===== config.mk =====
export PLATFORM = sky130hd
export DESIGN_NAME = bridge_trip_gate
export DESIGN_NICKNAME = d
export VERILOG_FILES = /design/src/rtl/bridge_trip_pkg.sv /design/src/rtl/trip_sync.sv /design/src/rtl/cbc_latch.sv /design/src/rtl/delay_timer.sv /design/src/rtl/bridge_trip_gate.sv
export SDC_FILE = /design/constraint.sdc
export NUM_CORES = 1
export LEC_CHECK = 0
export CORE_AREA = 2 2 62 64
export DETAILED_ROUTE_END_ITERATION = 10
export DIE_AREA = 0 0 64 66
export DONT_BUFFER_PORTS = 1
export PLACE_DENSITY = 0.56
export SYNTH_ARGS = -nofsm -noshare
export SYNTH_HDL_FRONTEND = slang
export SYNTH_SLANG_ARGS = --single-unit

===== constraint.sdc =====
create_clock -name clk_i -period 4.5 [get_ports clk_i]
set_input_delay 0 -clock clk_i [delete_from_list [all_inputs] [get_ports clk_i]]
set_output_delay 0 -clock clk_i [all_outputs]
set_load 0.01 [all_outputs]

===== src/rtl/bridge_trip_pkg.sv =====
package bridge_trip_pkg;
  localparam int NUM_LEGS = 4;
  localparam int LEG_1A = 0;
  localparam int LEG_2B = 1;
  localparam int LEG_1B = 2;
  localparam int LEG_2A = 3;

  typedef struct packed {
    logic [NUM_LEGS-1:0] cbc;  // blanked at once, released on period strobe
    logic [NUM_LEGS-1:0] dly;  // blanked after the delay, released at once
  } leg_role_t;

  function automatic leg_role_t role_of(input logic neg);
    leg_role_t r;
    r.cbc = '0;
    r.dly = '0;
    if (!neg) begin
      r.cbc[LEG_1A] = 1'b1;
      r.cbc[LEG_1B] = 1'b1;
      r.dly[LEG_2B] = 1'b1;
    end else begin
      r.cbc[LEG_2A] = 1'b1;
      r.cbc[LEG_2B] = 1'b1;
      r.dly[LEG_1B] = 1'b1;
    end
    return r;
  endfunction
endpackage


===== src/rtl/trip_sync.sv =====
module trip_sync #(
  parameter int STAGES = 2
) (
  input  logic clk_i,
  input  logic rst_ni,
  input  logic async_i,
  output logic sync_o
);
  logic [STAGES-1:0] sr_q;

  always_ff @(posedge clk_i or negedge rst_ni) begin
    if (!rst_ni) sr_q <= '0;
    else         sr_q <= {sr_q[STAGES-2:0], async_i};
  end

  assign sync_o = sr_q[STAGES-1];
endmodule


===== src/rtl/cbc_latch.sv =====
module cbc_latch (
  input  logic clk_i,
  input  logic rst_ni,
  input  logic trip_s_i,
  input  logic period_start_i,
  output logic block_o,
  output logic held_o
);
  logic held_q;

  // release only on a strobe seen with the fault gone
  assign block_o = trip_s_i | (held_q & ~period_start_i);

  always_ff @(posedge clk_i or negedge rst_ni) begin
    if (!rst_ni) held_q <= 1'b0;
    else         held_q <= block_o;
  end

  assign held_o = held_q;
endmodule


===== src/rtl/delay_timer.sv =====
module delay_timer #(
  parameter int W = 16
) (
  input  logic         clk_i,
  input  logic         rst_ni,
  input  logic         trip_s_i,
  input  logic [W-1:0] delay_i,
  output logic [W-1:0] count_o,
  output logic         expire_o
);
  localparam logic [W-1:0] CNT_MAX = '1;
  logic [W-1:0] cnt_q;

  always_ff @(posedge clk_i or negedge rst_ni) begin
    if (!rst_ni)                  cnt_q <= '0;
    else if (!trip_s_i)           cnt_q <= '0;
    else if (cnt_q != CNT_MAX)    cnt_q <= cnt_q + 1'b1;
  end

  assign expire_o = trip_s_i & (cnt_q >= delay_i);
  assign count_o  = cnt_q;
endmodule


===== src/rtl/bridge_trip_gate.sv =====
module bridge_trip_gate
  import bridge_trip_pkg::*;
#(
  parameter int DLY_W    = 16,
  parameter int SYNC_STG = 2
) (
  input  logic                clk_i,
  input  logic                rst_ni,
  input  logic [NUM_LEGS-1:0] pwm_raw_i,
  input  logic                trip_i,
  input  logic                polarity_i,
  input  logic [DLY_W-1:0]    delay_i,
  input  logic                period_start_i,
  output logic [NUM_LEGS-1:0] pwm_o
);
  logic             trip_s;
  logic             cbc_block;
  logic             cbc_held;
  logic             dly_expire;
  logic [DLY_W-1:0] dly_cnt;
  leg_role_t        role;
  logic [NUM_LEGS-1:0] gate_en;
  logic [NUM_LEGS-1:0] pwm_q;

  trip_sync #(.STAGES(SYNC_STG)) u_sync (
    .clk_i, .rst_ni, .async_i(trip_i), .sync_o(trip_s)
  );

  cbc_latch u_cbc (
    .clk_i, .rst_ni, .trip_s_i(trip_s), .period_start_i,
    .block_o(cbc_block), .held_o(cbc_held)
  );

  delay_timer #(.W(DLY_W)) u_dly (
    .clk_i, .rst_ni, .trip_s_i(trip_s), .delay_i,
    .count_o(dly_cnt), .expire_o(dly_expire)
  );

  assign role = role_of(polarity_i);

  for (genvar g = 0; g < NUM_LEGS; g++) begin : g_leg
    assign gate_en[g] = ~(role.cbc[g] & cbc_block) & ~(role.dly[g] & dly_expire);
  end

  always_ff @(posedge clk_i or negedge rst_ni) begin
    if (!rst_ni) pwm_q <= '0;
    else         pwm_q <= pwm_raw_i & gate_en;
  end

  assign pwm_o = pwm_q;
endmodule


======== After elaboration in Yosys (flattened, before gate mapping) ========
Index checks and enable logic that the tools add are counted.
storage, ports and cells
  input bits .............................. 25
  register bits ........................... 23
operators by class
  multiplexer cells ....................... 4
  order comparisons ....................... 1
  equality and inequality tests ........... 2
  bitwise gates (word level) .............. 15
  $add $sub $neg .......................... 1
operators with widths
  operator                                        count
  two-way mux 16 bit                              2
  adder 16 x 1 -> 16 bit (second input constant)  1
  greater-or-equal comparator 16 bit              1
  != test 16 bit (second input constant)          1
  bitwise AND 1 bit                               8
  inverter 1 bit                                  5
  bitwise AND 4 bit                               1
  two-way mux 1 bit                               2
  != test 2 x 1 -> 1 bit (second input constant)  1
  bitwise OR 1 bit                                1

======== Depth between registers and ports, before layout ========
Gate-level depths: netlist of run 1.
  word-level depth ........................ 7
  gate-level depth with buffers ........... 7
  depth with buffers taken out ............ 7

======== Modules after synthesis ========
A second synthesis of run 1 with hierarchy kept.
unflattened totals
  cells, all modules ...................... 157
  area total of the unflattened synthesis .. 1472.7 um2
by module, submodules not included
  module            seq. area each (um2)  cells an instance  instances  area each (um2)
  delay_timer       400.4                 140                1          1241.2
  bridge_trip_gate  100.1                 12                 1          145.1
  trip_sync         50.0                  2                  1          50.0
  cbc_latch         25.0                  3                  1          36.3

======== Least setup slack after synthesis of run 1 ========
Ideal clock, no wire load.
  path type ............................... reg-to-reg
  start point ............................. register u_dly.cnt_q[6], in the netlist u_dly.count_o[6]
  end point ............................... register pwm_q[1], in the netlist pwm_o[1]
  buffers on the path ..................... 0
  period minus slack after synthesis ...... 1.773 ns
  setup time .............................. 0.071 ns
  cell stages (with the launch flop) ...... 7
  arrival ................................. 1.701 ns
  setup slack ............................. 2.727 ns
  cells stage by stage .................... dfrtp_1 -> ha_1 -> and3_4 -> a221oi_2 -> nor2_1 -> o41a_1 -> nor2_1
on the way
  longest elaborated chain between the ends .. 6
ends and longest elaborated chain
  item                                RTL line                RTL
  start: declaration                  delay_timer.sv:12       logic [W-1:0] cnt_q;
  start signal: assignment            delay_timer.sv:17       else if (cnt_q != CNT_MAX) cnt_q <= cnt_q + 1'b1;
  greater-or-equal comparator 16 bit  delay_timer.sv:20       assign expire_o = trip_s_i & (cnt_q >= delay_i);
  bitwise AND 1 bit                   delay_timer.sv:20
  bitwise AND 1 bit                   bridge_trip_gate.sv:42  assign gate_en[g] = ~(role.cbc[g] & cbc_block) & ~(role.dly[g] & dly_expire);
  inverter 1 bit                      bridge_trip_gate.sv:42
  bitwise AND 1 bit                   bridge_trip_gate.sv:42
  bitwise AND 4 bit                   bridge_trip_gate.sv:47  else pwm_q <= pwm_raw_i & gate_en;
  end signal: assignment              bridge_trip_gate.sv:47
  end: declaration                    bridge_trip_gate.sv:23  logic [NUM_LEGS-1:0] pwm_q;
Every way passes these cells.
A chain may end at the register's enable or synchronous reset.

======== Final worst setup path of run 1 ========
  start point ............................. register u_dly.cnt_q[5], in the netlist u_dly.count_o[5]
  end point ............................... register pwm_q[2], in the netlist pwm_o[2]
Same word-level chain as after synthesis.

==> results of run 1 <==
[synthesized netlist by cell type (2+ instances only)]
library cell   n
inv_1         19
nand2_1       13
ha_1          17
xnor2_1        6
a21oi_1       12
nand4_1        3
nand2b_1       2
a31oi_1        3
nand3_1        6
o211ai_1       2
dfrtp_1       23
clkbuf_1       2
nor2_1        11
o21ai_0        5
a21o_1         2
and4_1         4
o211a_1        2
xor2_1         2
nand3_2        2
nor3_1         3
and2_1         2
[critical path: stages, from the launching register on]
cell and delay, ns:
dfrtp_1 0.50, ha_1 0.32, and3_4 0.18, a221oi_2 0.25, nor2_1 0.06, o41a_1 0.44, nor2_1 0.11
[kinds of logic (layout without fill, tap and decap cells)]
logic type	after synthesis	after routing	synth area share
DFF	23	23	0.385
and+or+nand+nor	55	55	0.223
buffers and inverters	22	34	0.0561
xor gates and xnor gates	8	8	0.0469
adders and majority gates	17	17	0.142
AOI/OAI and AO/OA	33	33	0.147
[worst min path at each step]
stage / depth (start not counted) / end / start / slack (ns)
5_1_grt: 1 / u_sync.sr_q[0]$_DFF_PN0_ / trip_i / 0.23
6_report: 1 / u_sync.sr_q[0]$_DFF_PN0_ / trip_i / 0.23
3_5_place_dp: 0 / u_cbc.held_o$_DFF_PN0_ / rst_ni / -0.30
2_1_floorplan: 0 / pwm_o[0]$_DFF_PN0_ / rst_ni / -0.30
4_1_cts: 1 / u_sync.sr_q[0]$_DFF_PN0_ / trip_i / 0.21
3_3_place_gp: 0 / pwm_o[3]$_DFF_PN0_ / rst_ni / -0.29
[sequential cells by signal, summed over array words and instances (netlist names)]
signal	count
u_dly.count_o	16
pwm_o	4
u_sync.sr_q	2
u_cbc.held_o	1
[layer usage]
layer	up-vias	wire length [um]	GRT usage	part of all wire
li1	582	-	-	-
met1	590	1420	0.219	0.42
met2	42	1770	0.332	0.52
met3	4	170	0.0187	0.050
met4	0	27	0.0489	0.0080
met5	-	0	0	0
[where the power goes]
part | leakage [nW] | switching [mW] | internal, mW | total, mW
clock | 0.0177 | 0.0662 | 0.0332 | 0.0995
sequential | 0.305 | 0.00697 | 0.213 | 0.220
combinational | 0.518 | 0.0202 | 0.0182 | 0.0384
[layout make-up]
type | instances | share of cell area
sequential | 23 | 0.343
clock inverter | 1 | 0.00298
clock buffer | 3 | 0.0134
tap | 48 | 0.0357
timing repair buffer | 11 | 0.0655
inverter | 19 | 0.0424
multi-input combinational | 113 | 0.497
[what timing repair did]
| item | CTS | global route |
|---|---|---|
| setup endpoints to repair | 0 | 0 |
| endpoints found under the hold margin | 29 | 0 |
| hold buffers | 11 | 0 |
| buffers inserted | 0 | 0 |
[per-stage QoR]
step                      utilization  hold WS [ns]  instances
after floorplan                     -        -0.296        158
after global placement          0.434        -0.295        203
after detailed placement        0.434        -0.295        203
after CTS                       0.473         0.214        218
after global routing            0.473         0.225        218
final                           0.473         0.230        218
==> impl_metrics.csv, run 1 <==
group,metric,value,unit
setup_path,startpoint,"u_dly.count_o[5]$_DFFE_PN0P_",
layout,syn_to_final_growth,12.4,%
sta,drv_slew,0,
global_routing,grt_max_degree,24,
die,fp.dieW,64,um
logic_synthesis,synth-main-ff-cell,"dfrtp_1",
routing,drtAntennaViolNets,0,
sta,tightest_slew,1.08,ns
placed_design,dp.final_hpwl,2450,um
logic_synthesis,yosysWarnings,0,
sta,fmax,0.523,GHz
global_routing,grt_pass1_wl,5810,um
setup_path,r2r_setup_slack,2.59,ns
die,die_h,66,um
logic_synthesis,ys_ff_latch,23,
setup_path,crit_path_end_kind,"flip-flop",
power,power_density,213,nW/um^2
placed_design,pre_cts_ws,2.58,ns
power,peakVddDrop,0.000113,V
clock_network,cts_resized,0,
logic_synthesis,synth_area_leader_cell,"dfrtp_1",
layout,design_area,1680,um^2
die,core_area,3550,um^2
logic_synthesis,syn-num-nets,200,
setup_path,crit_required,4.75,ns
die,dieArea,4220,um^2
global_routing,grt_overflow,0,
sta,grt_setup_unrepaired,"no",
setup_path,rr_worst_depth,6,
clock_network,cts_tree,"done",
sta,fin_ws,2.59,ns
sta,relSlewSlack,0.275,
routing,drt-pass1-iter-count,5,
global_routing,grt_pass1_vias,1254,
global_routing,grt_use_total,0.179,
placed_design,portBuffers,0,
layout,fillers,348,
clock_network,h-tree-depth,1,
layout,layout.nets,213,
outcome,outcome,"finished, final reports clean",
setup_path,worstPathArrival,2.17,ns
layout,drive_gt1_frac,0.0765,
routing,vias,1218,
power,power,358,uW
routing,drc,0,
sta,finalCritPeriodShare,0.425,
clock_network,worst_skew_pair.late_latency,0.31,ns
sta,setup_violations,0,
routing,wl_per_cell,15.5,um
sta,tns,0,ns
clock_network,cts_buffer_depth,2,
setup_path,critPathKind,"flip-flop to flip-flop",
layout,layout_common_cells,"dfrtp_1 (23), inv_1 (19), ha_1 (17)",
logic_synthesis,ys_types,38,
logic_synthesis,synthesis.area,1500,um^2
routing,totalWireLength,3380,um
sta,fin_crit,1.91,ns
layout,ff_latch_area,576,um^2
routing,drt-initial-drc-count,58,
logic_synthesis,synth_edf_count,0,
power,p_leak,0.841,nW
sta,hold_viol_final,0,
logic_synthesis,synth_top_area_share,0.385,
setup_path,worstPathMaxFanout,5,
clock_network,clk_pin_slew_worst_paths,0.13,ns
global_routing,antenna_found_initial,0,
clock_network,cts-root-buf,"clkbuf_4",
layout,final_common_cell,"dfrtp_1",
logic_synthesis,syn_avg_cell_area,9.46,um^2
layout,multiInputGateArea,836,um^2
logic_synthesis,synthTopCellsByArea,"dfrtp_1 (38%), ha_1 (14%), inv_1 (4.8%)",
die,io_pins,29,
sta,finalClockSkew,0.00281,ns
setup_path,setup.worst_path.start_class,"flip-flop",
clock_network,cts-buffers-inserted,3,
logic_synthesis,synth_seq_area_share,0.385,
run,max-cap-violations,0,
setup_path,timing.rr.end,"pwm_o[2]$_DFF_PN0_",
setup_path,r2r-start,"u_dly.count_o[5]$_DFFE_PN0P_",
logic_synthesis,syn_inst,158,
die,num_rows,22,
clock_network,clock_sinks,23,
logic_synthesis,async_flop_share,1.00,
layout,antenna_cells,0,
routing,via_per_inst,5.59,
placed_design,place_area,1540,um^2
placed_design,gp_routability_congestion,0.836,
die,initial_utilization,0.421,
setup_path,cp-endpoint,"pwm_o[2]$_DFF_PN0_",
worst_hold_path,hold_class,"primary input to flip-flop",
No activity file was read; power rests on OpenSTA's default activity.
==> inputs of run 2 (changes only) <==
ABC_AREA = 1   (was unset)
CORE_AREA = 2 2 63 65   (was 2 2 62 64)
DIE_AREA = 0 0 65 67   (was 0 0 64 66)
PLACE_DENSITY = 0.58   (was 0.56)
clock period = 1.72 ns   (was 4.5 ns; I/O delays follow)
==> run 2 against run 1 <==
Via count is 11% higher. Die area rose by 3.1%. Sequential cell count is the same. Final cell count increased by 19%.
==> impl_metrics.csv, run 2 <==
group,metric,value,unit
outcome,outcome,"finished, final reports clean",
power,p_leak,0.929,nW
worst_hold_path,hold_class,"primary input to flip-flop",
logic_synthesis,syn_avg_cell_area,7.93,um^2
sta,setup_violations,0,
logic_synthesis,synthesis.area,1560,um^2
clock_network,cts_tree,"done",
die,fp.dieW,65,um
global_routing,grt_use_total,0.174,
setup_path,setup.worst_path.start_class,"flip-flop",
sta,grt_setup_unrepaired,"yes",
power,p_switching,250,uW
logic_synthesis,ys_types,28,
global_routing,grt_overflow,0,
logic_synthesis,synth_seq_area_share,0.368,
die,die_h,67,um
sta,tns,0,ns
layout,syn_to_final_growth,15.4,%
logic_synthesis,synth.most_common_cell,"nand2_1",
routing,drt-initial-drc-count,23,
clock_network,cts-root-buf,"clkbuf_8",
layout,largest_register_ffs,16,
sta,hold_viol_final,0,
placed_design,pre_cts_ws,0.00704,ns
layout,final_common_cell,"nand2_1",
sta,finalClockSkew,0.00539,ns
clock_network,worst_skew_pair.late_latency,0.26,ns
global_routing,use_met3,0.0253,
global_routing,grtUsageMet1,0.206,
sta,relSlewSlack,0.306,
routing,drt-pass1-iter-count,4,
die,dieArea,4360,um^2
setup_path,critPathKind,"flip-flop to flip-flop",
power,internal_power,771,uW
sta,finalCritPeriodShare,0.932,
power,power_frac_seq,0.565,
die,core_area,3610,um^2
clock_network,h-tree-depth,1,
placed_design,portBuffers,0,
routing,wl_per_cell,13.7,um
logic_synthesis,yosys-top-cells-count,"nand2_1 (43), inv_1 (33), dfrtp_1 (23), ha_1 (17), nand3_1 (12)",
layout,layout_common_cells,"nand2_1 (43), inv_1 (33), dfrtp_1 (21)",
routing,drc,0,
global_routing,grtUsageMet2,0.321,
routing,drtAntennaViolNets,0,
power,clkPwrFrac,0.324,
logic_synthesis,async_flop_share,1.00,
layout,final_util,0.500,
logic_synthesis,syn-num-nets,239,
clock_network,clk_pin_slew_worst_paths,0.08,ns
global_routing,grt_max_degree,24,
die,initial_utilization,0.433,
die,io_pins,29,
sta,fmax,0.624,GHz
sta,drv_slew,0,
die,num_rows,22,
power,switching_share,0.245,
logic_synthesis,ys_ff_latch,23,
layout,antenna_cells,0,
global_routing,antenna_found_initial,0,
setup_path,crit_required,1.91,ns
logic_synthesis,synth_edf_count,0,
run,max-cap-violations,0,
sta,tightest_slew,1.04,ns
setup_path,worstPathArrival,1.79,ns
sta,fin_crit,1.60,ns
logic_synthesis,syn_inst,197,
logic_synthesis,synth_top_area_share,0.368,
layout,design_area,1800,um^2
global_routing,busiest_layer,"met2",
global_routing,grt_pass1_vias,1306,
power,pwr-share-comb,0.111,
placed_design,place_area,1630,um^2
logic_synthesis,synth_area_leader_cell,"dfrtp_1",
global_routing,grt_pass1_wl,5770,um
clock_network,cts_buffer_depth,2,
sta,fin_ws,0.117,ns
routing,vias,1347,
logic_synthesis,synth-main-ff-cell,"dfrtp_1",
logic_synthesis,synthTopCellsByArea,"dfrtp_1 (37%), ha_1 (14%), nand2_1 (10%)",
clock_network,cts-buffers-inserted,3,
placed_design,dp.final_hpwl,2690,um
layout,drive_gt1_frac,0.108,
power,peakVddDrop,0.000246,V
routing,via_per_inst,5.18,
clock_network,clock_sinks,23,
setup_path,worstPathMaxFanout,5,
setup_path,crit_path_end_kind,"flip-flop",
power,power_density,566,nW/um^2
logic_synthesis,yosysWarnings,0,
layout,layout.nets,255,
routing,totalWireLength,3560,um
placed_design,gp_routability_congestion,0.820,
## run 2: cell count changes after synthesis, moves of 3 or more
cell and delta:
and4_1 -4, o21ai_0 +5, xnor2_1 -6, nand4_1 +3, nor3_1 +3, nand2_1 +30, nand3_1 +6, inv_1 +14
## run 2: per-layer routing
layer / wire length [um] / share of wire
met1: 1670 / 0.47
met5: 0 / 0
met3: 88 / 0.025
met2: 1760 / 0.50
met4: 37 / 0.010
## run 2: path summary, 6_finish.rpt
path,slack (ns),start,depth (start not counted),end
hold reg to reg,0.35,u_sync.sr_q[0]$_DFF_PN0_,0,u_sync.sr_q[1]$_DFF_PN0_
setup reg to reg,0.12,u_dly.count_o[1]$_DFFE_PN0P_,8,u_dly.count_o[2]$_DFFE_PN0P_
min in group asynchronous,0.36,rst_ni,1,u_dly.count_o[1]$_DFFE_PN0P_
max in group asynchronous,0.66,rst_ni,1,u_dly.count_o[3]$_DFFE_PN0P_
setup / recovery,0.12,u_dly.count_o[1]$_DFFE_PN0P_,8,u_dly.count_o[2]$_DFFE_PN0P_
hold / removal,0.25,delay_i[15],7,pwm_o[2]$_DFF_PN0_
## run 2: cell families (layout without fill, tap and decap cells)
group                    Yosys count  in the layout  synth area share
AO/OA/AOI/OAI                     33             33             0.127
XOR/XNOR                           2              2            0.0112
adder cells (fa/ha/maj)           17             17             0.136
buffers and inverters             35             50            0.0889
flip-flops                        23             23             0.368
AND/OR/NAND/NOR                   87             87             0.269
## run 2: layout make-up
| cell class | instances | area [um^2] |
|---|---|---|
| Clock buffer | 4 | 45.0 |
| Fill cell | 344 | 1800 |
| Inverter | 33 | 124 |
| Multi-Input combinational cell | 139 | 878 |
| Sequential cell | 23 | 578 |
| Tap cell | 48 | 60.1 |
| Timing Repair Buffer | 13 | 118 |
## run 2: power by group through the flow
| stage | registers (mW) | logic [mW] | clock network, mW |
|---|---|---|---|
| 2_1_floorplan | 0.580 | 0.0648 | 0 |
| 3_3_place_gp | 0.584 | 0.0777 | 0 |
| 3_5_place_dp | 0.584 | 0.0822 | 0 |
| 4_1_cts | 0.574 | 0.109 | 0.339 |
| 5_1_grt | 0.579 | 0.132 | 0.353 |
| 6_report | 0.576 | 0.113 | 0.331 |
## run 2: timing repair
action	4_1_cts	5_1_grt
endpoints found under the setup margin	1	8
gates resized for setup	1	6
buffers inserted	0	2
hold buffers	8	0
pin swaps	0	1
endpoints found under the hold margin	29	0
## run 2: critical path, cell delays in order, from the launching register on
cell     delay, ns
dfrtp_1       0.43
ha_4          0.19
nand3_2       0.12
nor3_4        0.27
buf_4         0.16
nand2_1       0.07
inv_1         0.08
nand2_2       0.07
a31oi_1       0.14
## run 2: per-stage QoR
stage | hold slack [ns] | power [mW] | std cells
final | 0.249 | 1.02 | 260
after detailed placement | -0.295 | 0.667 | 246
after global routing | 0.299 | 1.06 | 260
after CTS | 0.245 | 1.02 | 258
after global placement | -0.295 | 0.662 | 246
after floorplan | -0.296 | 0.644 | 197
